File: src/rtl/cbr_refresh_pkg.sv
package cbr_refresh_pkg;

  typedef enum logic [2:0] {
    PH_PWRUP,
    PH_IDLE,
    PH_LEAD,
    PH_RASLO,
    PH_PRECH
  } refPhase_e;

  // control -> datapath strobes
  typedef struct packed {
    logic casDrive;     // column strobes active
    logic rasDrive;     // row strobes active
    logic cycleDone;    // a granted refresh cycle finished this clock
    logic periodicRun;  // interval timer may run
  } refStrobe_t;

  function automatic int nsToCycles(input int ns, input int mhz);
    int c;
    c = (ns * mhz + 999) / 1000;
    return (c < 1) ? 1 : c;
  endfunction

  function automatic int maxOf3(input int a, input int b, input int c);
    int m;
    m = (a > b) ? a : b;
    return (m > c) ? m : c;
  endfunction

endpackage

File: src/rtl/refresh_ctrl.sv
module refresh_ctrl
  import cbr_refresh_pkg::*;
#(
  parameter int PWR_CYC  = 20000,
  parameter int LEAD_CYC = 1,
  parameter int LOW_CYC  = 6,
  parameter int RP_CYC   = 3,
  parameter int WARMUP   = 8
) (
  input  logic       clk,
  input  logic       rstN,
  input  logic       refGrant,
  input  logic       pendingAny,
  output refStrobe_t strobe,
  output logic       initDone
);

  localparam int PW_W  = $clog2(PWR_CYC + 1);
  localparam int PH_MX = maxOf3(LEAD_CYC, LOW_CYC, RP_CYC);
  localparam int PH_W  = $clog2(PH_MX + 1);
  localparam int WM_W  = $clog2(WARMUP + 1);

  refPhase_e        phase;
  logic [PW_W-1:0]  pwrCnt;
  logic [PH_W-1:0]  phaseCnt;
  logic [WM_W-1:0]  warmCnt;
  logic             phaseLast;

  always_comb begin
    unique case (phase)
      PH_LEAD:  phaseLast = (phaseCnt == PH_W'(LEAD_CYC - 1));
      PH_RASLO: phaseLast = (phaseCnt == PH_W'(LOW_CYC - 1));
      PH_PRECH: phaseLast = (phaseCnt == PH_W'(RP_CYC - 1));
      default:  phaseLast = 1'b0;
    endcase
  end

  always_comb begin
    strobe.casDrive    = (phase == PH_LEAD) || (phase == PH_RASLO);
    strobe.rasDrive    = (phase == PH_RASLO);
    strobe.cycleDone   = (phase == PH_PRECH) && phaseLast && initDone;
    strobe.periodicRun = initDone;
  end

  always_ff @(posedge clk) begin
    if (!rstN) begin
      phase    <= PH_PWRUP;
      pwrCnt   <= '0;
      phaseCnt <= '0;
      warmCnt  <= '0;
      initDone <= 1'b0;
    end else begin
      unique case (phase)
        PH_PWRUP: begin
          if (pwrCnt == PW_W'(PWR_CYC - 1)) begin
            phase    <= PH_LEAD;
            phaseCnt <= '0;
          end else begin
            pwrCnt <= pwrCnt + 1'b1;
          end
        end
        PH_IDLE: begin
          if (pendingAny && refGrant) begin
            phase    <= PH_LEAD;
            phaseCnt <= '0;
          end
        end
        PH_LEAD: begin
          if (phaseLast) begin
            phase    <= PH_RASLO;
            phaseCnt <= '0;
          end else begin
            phaseCnt <= phaseCnt + 1'b1;
          end
        end
        PH_RASLO: begin
          if (phaseLast) begin
            phase    <= PH_PRECH;
            phaseCnt <= '0;
          end else begin
            phaseCnt <= phaseCnt + 1'b1;
          end
        end
        PH_PRECH: begin
          if (phaseLast) begin
            phaseCnt <= '0;
            if (!initDone) begin
              if (warmCnt == WM_W'(WARMUP - 1)) begin
                initDone <= 1'b1;
                phase    <= PH_IDLE;
              end else begin
                warmCnt <= warmCnt + 1'b1;
                phase   <= PH_LEAD;
              end
            end else begin
              phase <= PH_IDLE;
            end
          end else begin
            phaseCnt <= phaseCnt + 1'b1;
          end
        end
        default: phase <= PH_IDLE;
      endcase
    end
  end

endmodule

File: src/rtl/refresh_datapath.sv
module refresh_datapath
  import cbr_refresh_pkg::*;
#(
  parameter int RANKS       = 2,
  parameter int LANES       = 4,
  parameter int INT_CYC     = 1562,
  parameter int PENDING_MAX = 8
) (
  input  logic             clk,
  input  logic             rstN,
  input  refStrobe_t       strobe,
  output logic             pendingAny,
  output logic             overflow,
  output logic [RANKS-1:0] rasN,
  output logic [LANES-1:0] casN,
  output logic             weN
);

  localparam int IT_W = $clog2(INT_CYC);
  localparam int PD_W = $clog2(PENDING_MAX + 1);

  logic [IT_W-1:0] intervalCnt;
  logic [PD_W-1:0] pendingCnt;
  logic            tick;

  assign tick       = strobe.periodicRun && (intervalCnt == IT_W'(INT_CYC - 1));
  assign pendingAny = (pendingCnt != '0);
  assign weN        = 1'b1;

  always_ff @(posedge clk) begin
    if (!rstN || !strobe.periodicRun) begin
      intervalCnt <= '0;
    end else if (tick) begin
      intervalCnt <= '0;
    end else begin
      intervalCnt <= intervalCnt + 1'b1;
    end
  end

  always_ff @(posedge clk) begin
    if (!rstN) begin
      pendingCnt <= '0;
      overflow   <= 1'b0;
    end else begin
      unique case ({tick, strobe.cycleDone})
        2'b10: begin
          if (pendingCnt == PD_W'(PENDING_MAX)) overflow <= 1'b1;
          else pendingCnt <= pendingCnt + 1'b1;
        end
        2'b01:   pendingCnt <= pendingCnt - 1'b1;
        default: pendingCnt <= pendingCnt;
      endcase
    end
  end

  for (genvar r = 0; r < RANKS; r++) begin : g_rank
    always_ff @(posedge clk) begin
      if (!rstN) rasN[r] <= 1'b1;
      else       rasN[r] <= !strobe.rasDrive;
    end
  end

  for (genvar l = 0; l < LANES; l++) begin : g_lane
    always_ff @(posedge clk) begin
      if (!rstN) casN[l] <= 1'b1;
      else       casN[l] <= !strobe.casDrive;
    end
  end

endmodule

File: src/rtl/cbr_refresh_sched.sv
module cbr_refresh_sched
  import cbr_refresh_pkg::*;
#(
  parameter int CLK_MHZ     = 100,
  parameter int SPEED_NS    = 50,
  parameter int POWERUP_US  = 200,
  parameter int WINDOW_US   = 64000,
  parameter int ROW_COUNT   = 4096,
  parameter int WARMUP      = 8,
  parameter int PENDING_MAX = 8,
  parameter int RANKS       = 2,
  parameter int LANES       = 4
) (
  input  logic             clk,
  input  logic             rstN,
  input  logic             refGrant,
  output logic             refReq,
  output logic             initDone,
  output logic             overflow,
  output logic [RANKS-1:0] rasN,
  output logic [LANES-1:0] casN,
  output logic             weN
);

  localparam int T_RAS    = (SPEED_NS == 60) ? 60 : 50;
  localparam int T_RP     = (SPEED_NS == 60) ? 40 : 30;
  localparam int T_RC     = (SPEED_NS == 60) ? 110 : 90;
  localparam int T_CSR    = 5;
  localparam int T_CHR    = 10;
  localparam int LEAD_CYC = nsToCycles(T_CSR, CLK_MHZ);
  localparam int RP_CYC   = nsToCycles(T_RP, CLK_MHZ);
  localparam int LOW_CYC  = maxOf3(nsToCycles(T_RAS, CLK_MHZ),
                                   nsToCycles(T_RC, CLK_MHZ) - RP_CYC,
                                   nsToCycles(T_CHR, CLK_MHZ));
  localparam int PWR_CYC  = POWERUP_US * CLK_MHZ;
  localparam int INT_CYC  = (CLK_MHZ * WINDOW_US) / ROW_COUNT;

  refStrobe_t strobe;
  logic       pendingAny;

  refresh_ctrl #(
    .PWR_CYC (PWR_CYC),
    .LEAD_CYC(LEAD_CYC),
    .LOW_CYC (LOW_CYC),
    .RP_CYC  (RP_CYC),
    .WARMUP  (WARMUP)
  ) u_ctrl (
    .clk       (clk),
    .rstN      (rstN),
    .refGrant  (refGrant),
    .pendingAny(pendingAny),
    .strobe    (strobe),
    .initDone  (initDone)
  );

  refresh_datapath #(
    .RANKS      (RANKS),
    .LANES      (LANES),
    .INT_CYC    (INT_CYC),
    .PENDING_MAX(PENDING_MAX)
  ) u_dp (
    .clk       (clk),
    .rstN      (rstN),
    .strobe    (strobe),
    .pendingAny(pendingAny),
    .overflow  (overflow),
    .rasN      (rasN),
    .casN      (casN),
    .weN       (weN)
  );

  assign refReq = pendingAny;

endmodule

File: config.mk
export PLATFORM = sky130hd
export DESIGN_NAME = cbr_refresh_sched
export DESIGN_NICKNAME = d
export VERILOG_FILES = /design/src/rtl/cbr_refresh_pkg.sv /design/src/rtl/refresh_ctrl.sv /design/src/rtl/refresh_datapath.sv /design/src/rtl/cbr_refresh_sched.sv
export SDC_FILE = /design/constraint.sdc
export NUM_CORES = 1
export LEC_CHECK = 0
export ABC_AREA = 1
export BUFFER_PORTS_ARGS = -buffer_cell sky130_fd_sc_hd__clkbuf_2
export CAP_MARGIN = 20
export CORE_MARGIN = 1.5
export CORE_UTILIZATION = 50
export CTS_BUF_LIST = sky130_fd_sc_hd__clkbuf_2 sky130_fd_sc_hd__clkbuf_4 sky130_fd_sc_hd__clkbuf_8
export DETAILED_ROUTE_END_ITERATION = 10
export GPL_ROUTABILITY_DRIVEN = 0
export GPL_TIMING_DRIVEN = 0
export PLACE_DENSITY = 0.67
export SYNTH_ARGS = -nofsm -noshare
export SYNTH_HDL_FRONTEND = slang
export SYNTH_SLANG_ARGS = --single-unit
export TNS_END_PERCENT = 5
File: constraint.sdc
create_clock -name clk -period 3.7 [get_ports clk]
set_input_delay 0.185 -clock clk [delete_from_list [all_inputs] [get_ports clk]]
set_output_delay 0.185 -clock clk [all_outputs]
set_load 0.1 [all_outputs]
==> metrics.md <==
| Metric | Value |
|---|---|
| First-pass detailed-route iteration total | 4 |
| Root Driver | clkbuf_8 |
| Vias in the first global route | 1,838 |
| RSZ-0062 raised after global routing | false |
| Yosys top cell area share | 36.48% |
| Row count | 25 |
| Initial antenna violation count | 0 |
| Ys async rst share | 0% |
| Fin nets | 362 |
| Yosys cell types | 34 |
| WL per Instance | 11.56 microns |
| Post-route clock skew | 3.896 ps |
| EDFF count, synth | 0 |
| Post-CTS Hold Buffers | 0 |
| Worst setup SP type | flop |
| Via density | 5.156 |
| Status | finished, final reports clean |
| Port Buffers | 10 |
| Clock-pin slew on the worst setup and hold paths | 80 ps |
| # DRC | 0 |
| Period utilization | 63.10% |
| CTS tree | built |
| Final Slew Violations | 0 |
| Fmax | 428.3 MHz |
| Leak | 1.045 nW |
| Most numerous cell in the Yosys netlist | nand2_1 |
| Prevailing post-synth register cell | dfxtp_1 |
| CTS H-tree lvls | 2 |
| Max cap viols | 0 |
| Initial Util | 51.47% |
| Register bit total from synthesis | 44 |
| Final Hold Vio Count | 0 |
| Critical path type | flop to flop |
| Num CTS Buffers | 5 |
| Clock net sink count | 44 |
| Cell taking the most area after synthesis | dfxtp_1 |
| Synth area leaders | dfxtp_1 (36%), nand2_1 (9.5%), nor2_1 (6.4%) |
| Yosys warnings | 0 |
| Insertion delay to the later sink of the worst-skew pair | 290 ps |
| Layout cells sized above 1 | 15.38% |
| Clk buf depth | 2 |
| Area Overhead vs Synth | 9.482% |
| CTS resizes | 0 |
| Top-Level Pins | 13 |
| Vias post-DR | 2,088 |
| Syn avg cell area | 7.252 sq um |
| Synth Cell Area | 2415 sq um |
| Gate Count Post-Synth | 333 |
| Die Span X | 72.50 microns |
| Crit-path cells | nand2_2 > nor2_2 > nand3_1 > nand2_2 > nand2_4 > nor2_8 > nand2_4 > inv_1 > ha_1 > a21oi_1 > inv_1 > a21oi_1 > inv_1 > nand2_1 > nand3_1 > nand2_1 > nor2_1 |
| # diodes | 0 |
| Post-route ant nets | 0 |
| Power density cells | 480.0 nW/um^2 |
| CP Data Arrival Time | 2530 ps |
| WP buf/inv | 3 |
| Die area | 5256 sq um |
| Grt ovf | 0 |
| Post-synthesis sequential area ratio | 36.48% |
| Starting DRT DRC Count | 115 |
| Fin util | 56.35% |
| Placeable Area | 4692 sq um |
| Detail Placement HPWL | 3.560 mm |
| Delay of the slowest cell on the worst path | 440 ps |
| GRT Total Usage | 19.36% |
| Final WL | 4.683 mm |
| Global-route wire length before repair | 8.059 mm |
| Worst-Margin Slew | 693.9 ps |
| Endpoint type of the worst setup path | flop |
| Post-Route Setup TNS | 0 ps |
| Die height | 72.50 microns |
| Slowest cell on crit path | dfxtp_1 |
| Largest net degree at the start of global routing | 14 |
| Hold/Removal Path Class | input pin to flop |
| Maximum VDD drop | 0.0003501 V |
| Final worst path period need | 2335 ps |
| Max_slew headroom | 53.53% |
| CP max FO | 6 |
| Family with the most delay on the worst path | simple AND/OR/NAND/NOR gates |
| Worst path most repeated cell | inv_1 |
| Setup violators final | 0 |
| Post-synth net total | 345 |
| Worst path required time | 3900 ps |
| Synth top cells by count | nand2_1 (61), dfxtp_1 (44), nor2_1 (41), inv_1 (33) |
| Setup Fix Bufs, Post-CTS | 0 |
[through the flow]
stage	instances	instance area, sq um	power [mW]	setup WS (ps)	hold slack [ps]
floorplan	333	2415	0.8391	1060	433.4
global placement	397	2532	0.9054	1419	442.5
detailed placement	397	2532	0.9100	1359	454.2
CTS	405	2644	1.282	1348	193.2
global route	405	2644	1.337	1086	217.3
finish	405	2644	1.269	1365	192.6
[final timing paths]
check	end	slack, ps	cells after the start	from
worst max-delay path	u_dp.pendingCnt[3]	1370	17	u_ctrl.phase[0]
worst min-delay path	u_ctrl.pwrCnt[5]	190	3	rstN
worst max register to register	u_dp.pendingCnt[3]	1370	17	u_ctrl.phase[0]
worst min register to register	u_dp.overflow	460	2	u_dp.overflow
[cells in the final DEF, fill, tap and decap left out, drive strengths merged]
cell type,instances
a21oi,24
a22oi,1
a31o,1
a31oi,2
buf,10
bufinv,1
clkbuf,17
clkinv,2
conb,1
dfxtp,44
fa,1
ha,8
inv,39
nand2,69
nand3,26
nand3b,2
nand4,6
nor2,46
nor3,15
nor3b,3
nor4,3
o21a,1
o21ai,11
or2,1
xnor2,3
xor2,14
[registers in the layout, summed over array words and instances (netlist names), 3 cells and up]
name / flops
u_ctrl.phase: 3
u_ctrl.pwrCnt: 15
u_dp.pendingCnt: 4
u_ctrl.phaseCnt: 3
u_ctrl.warmCnt: 4
u_dp.intervalCnt: 11
[worst reg2reg max path, stage by stage (launching register included)]
cell     delay [ps]
dfxtp_1         440
nand2_2          90
nor2_2          140
nand3_1         110
nand2_2         110
nand2_4         100
nor2_8          150
nand2_4         100
inv_1            90
ha_1            230
a21oi_1         140
inv_1            50
a21oi_1         190
inv_1            60
nand2_1          80
nand3_1          70
nand2_1          70
nor2_1           40
[layout make-up]
cell class              instances  area (sq um)
clock buffers                   6         76.32
multi-input cells             238          1318
inverters                      40         150.1
fillers                       466          2048
plain buffers                  11         66.31
well taps                      54         67.56
clock inverters                 2         35.03
repair buffers                 10         50.05
flip-flops and latches         44         880.8
[per-layer routing]
metal  wire length, microns  global-route usage (%)  part of all wire (%)  vias to the layer above
li1                       -                       -                     -                     1115
met1                   2189                   24.39                    47                      929
met2                   2235                   32.82                    48                       37
met3                    181                   4.167                   3.9                        7
met4                     76                   6.709                   1.6                        0
met5                      0                       0                     0                        -
[logic make-up after synthesis]
group,Yosys count,share of synthesized area (%)
and+or+nand+nor,171,34.51
xor gates and xnor gates,17,6.166
buffers and inverters,51,8.963
DFF,44,36.48
AOI/OAI and AO/OA,40,8.757
other,1,0.1553
adders and majority gates,9,4.974
[power by group]
part	switching, mW	total [mW]	leakage, nW	internal [mW]
sequential	0.0358	0.538	0.356	0.502
clock	0.163	0.370	0.0586	0.208
combinational	0.269	0.361	0.631	0.0914
total	0.468	1.27	1.04	0.801
Power figures use the tool's default switching activity.
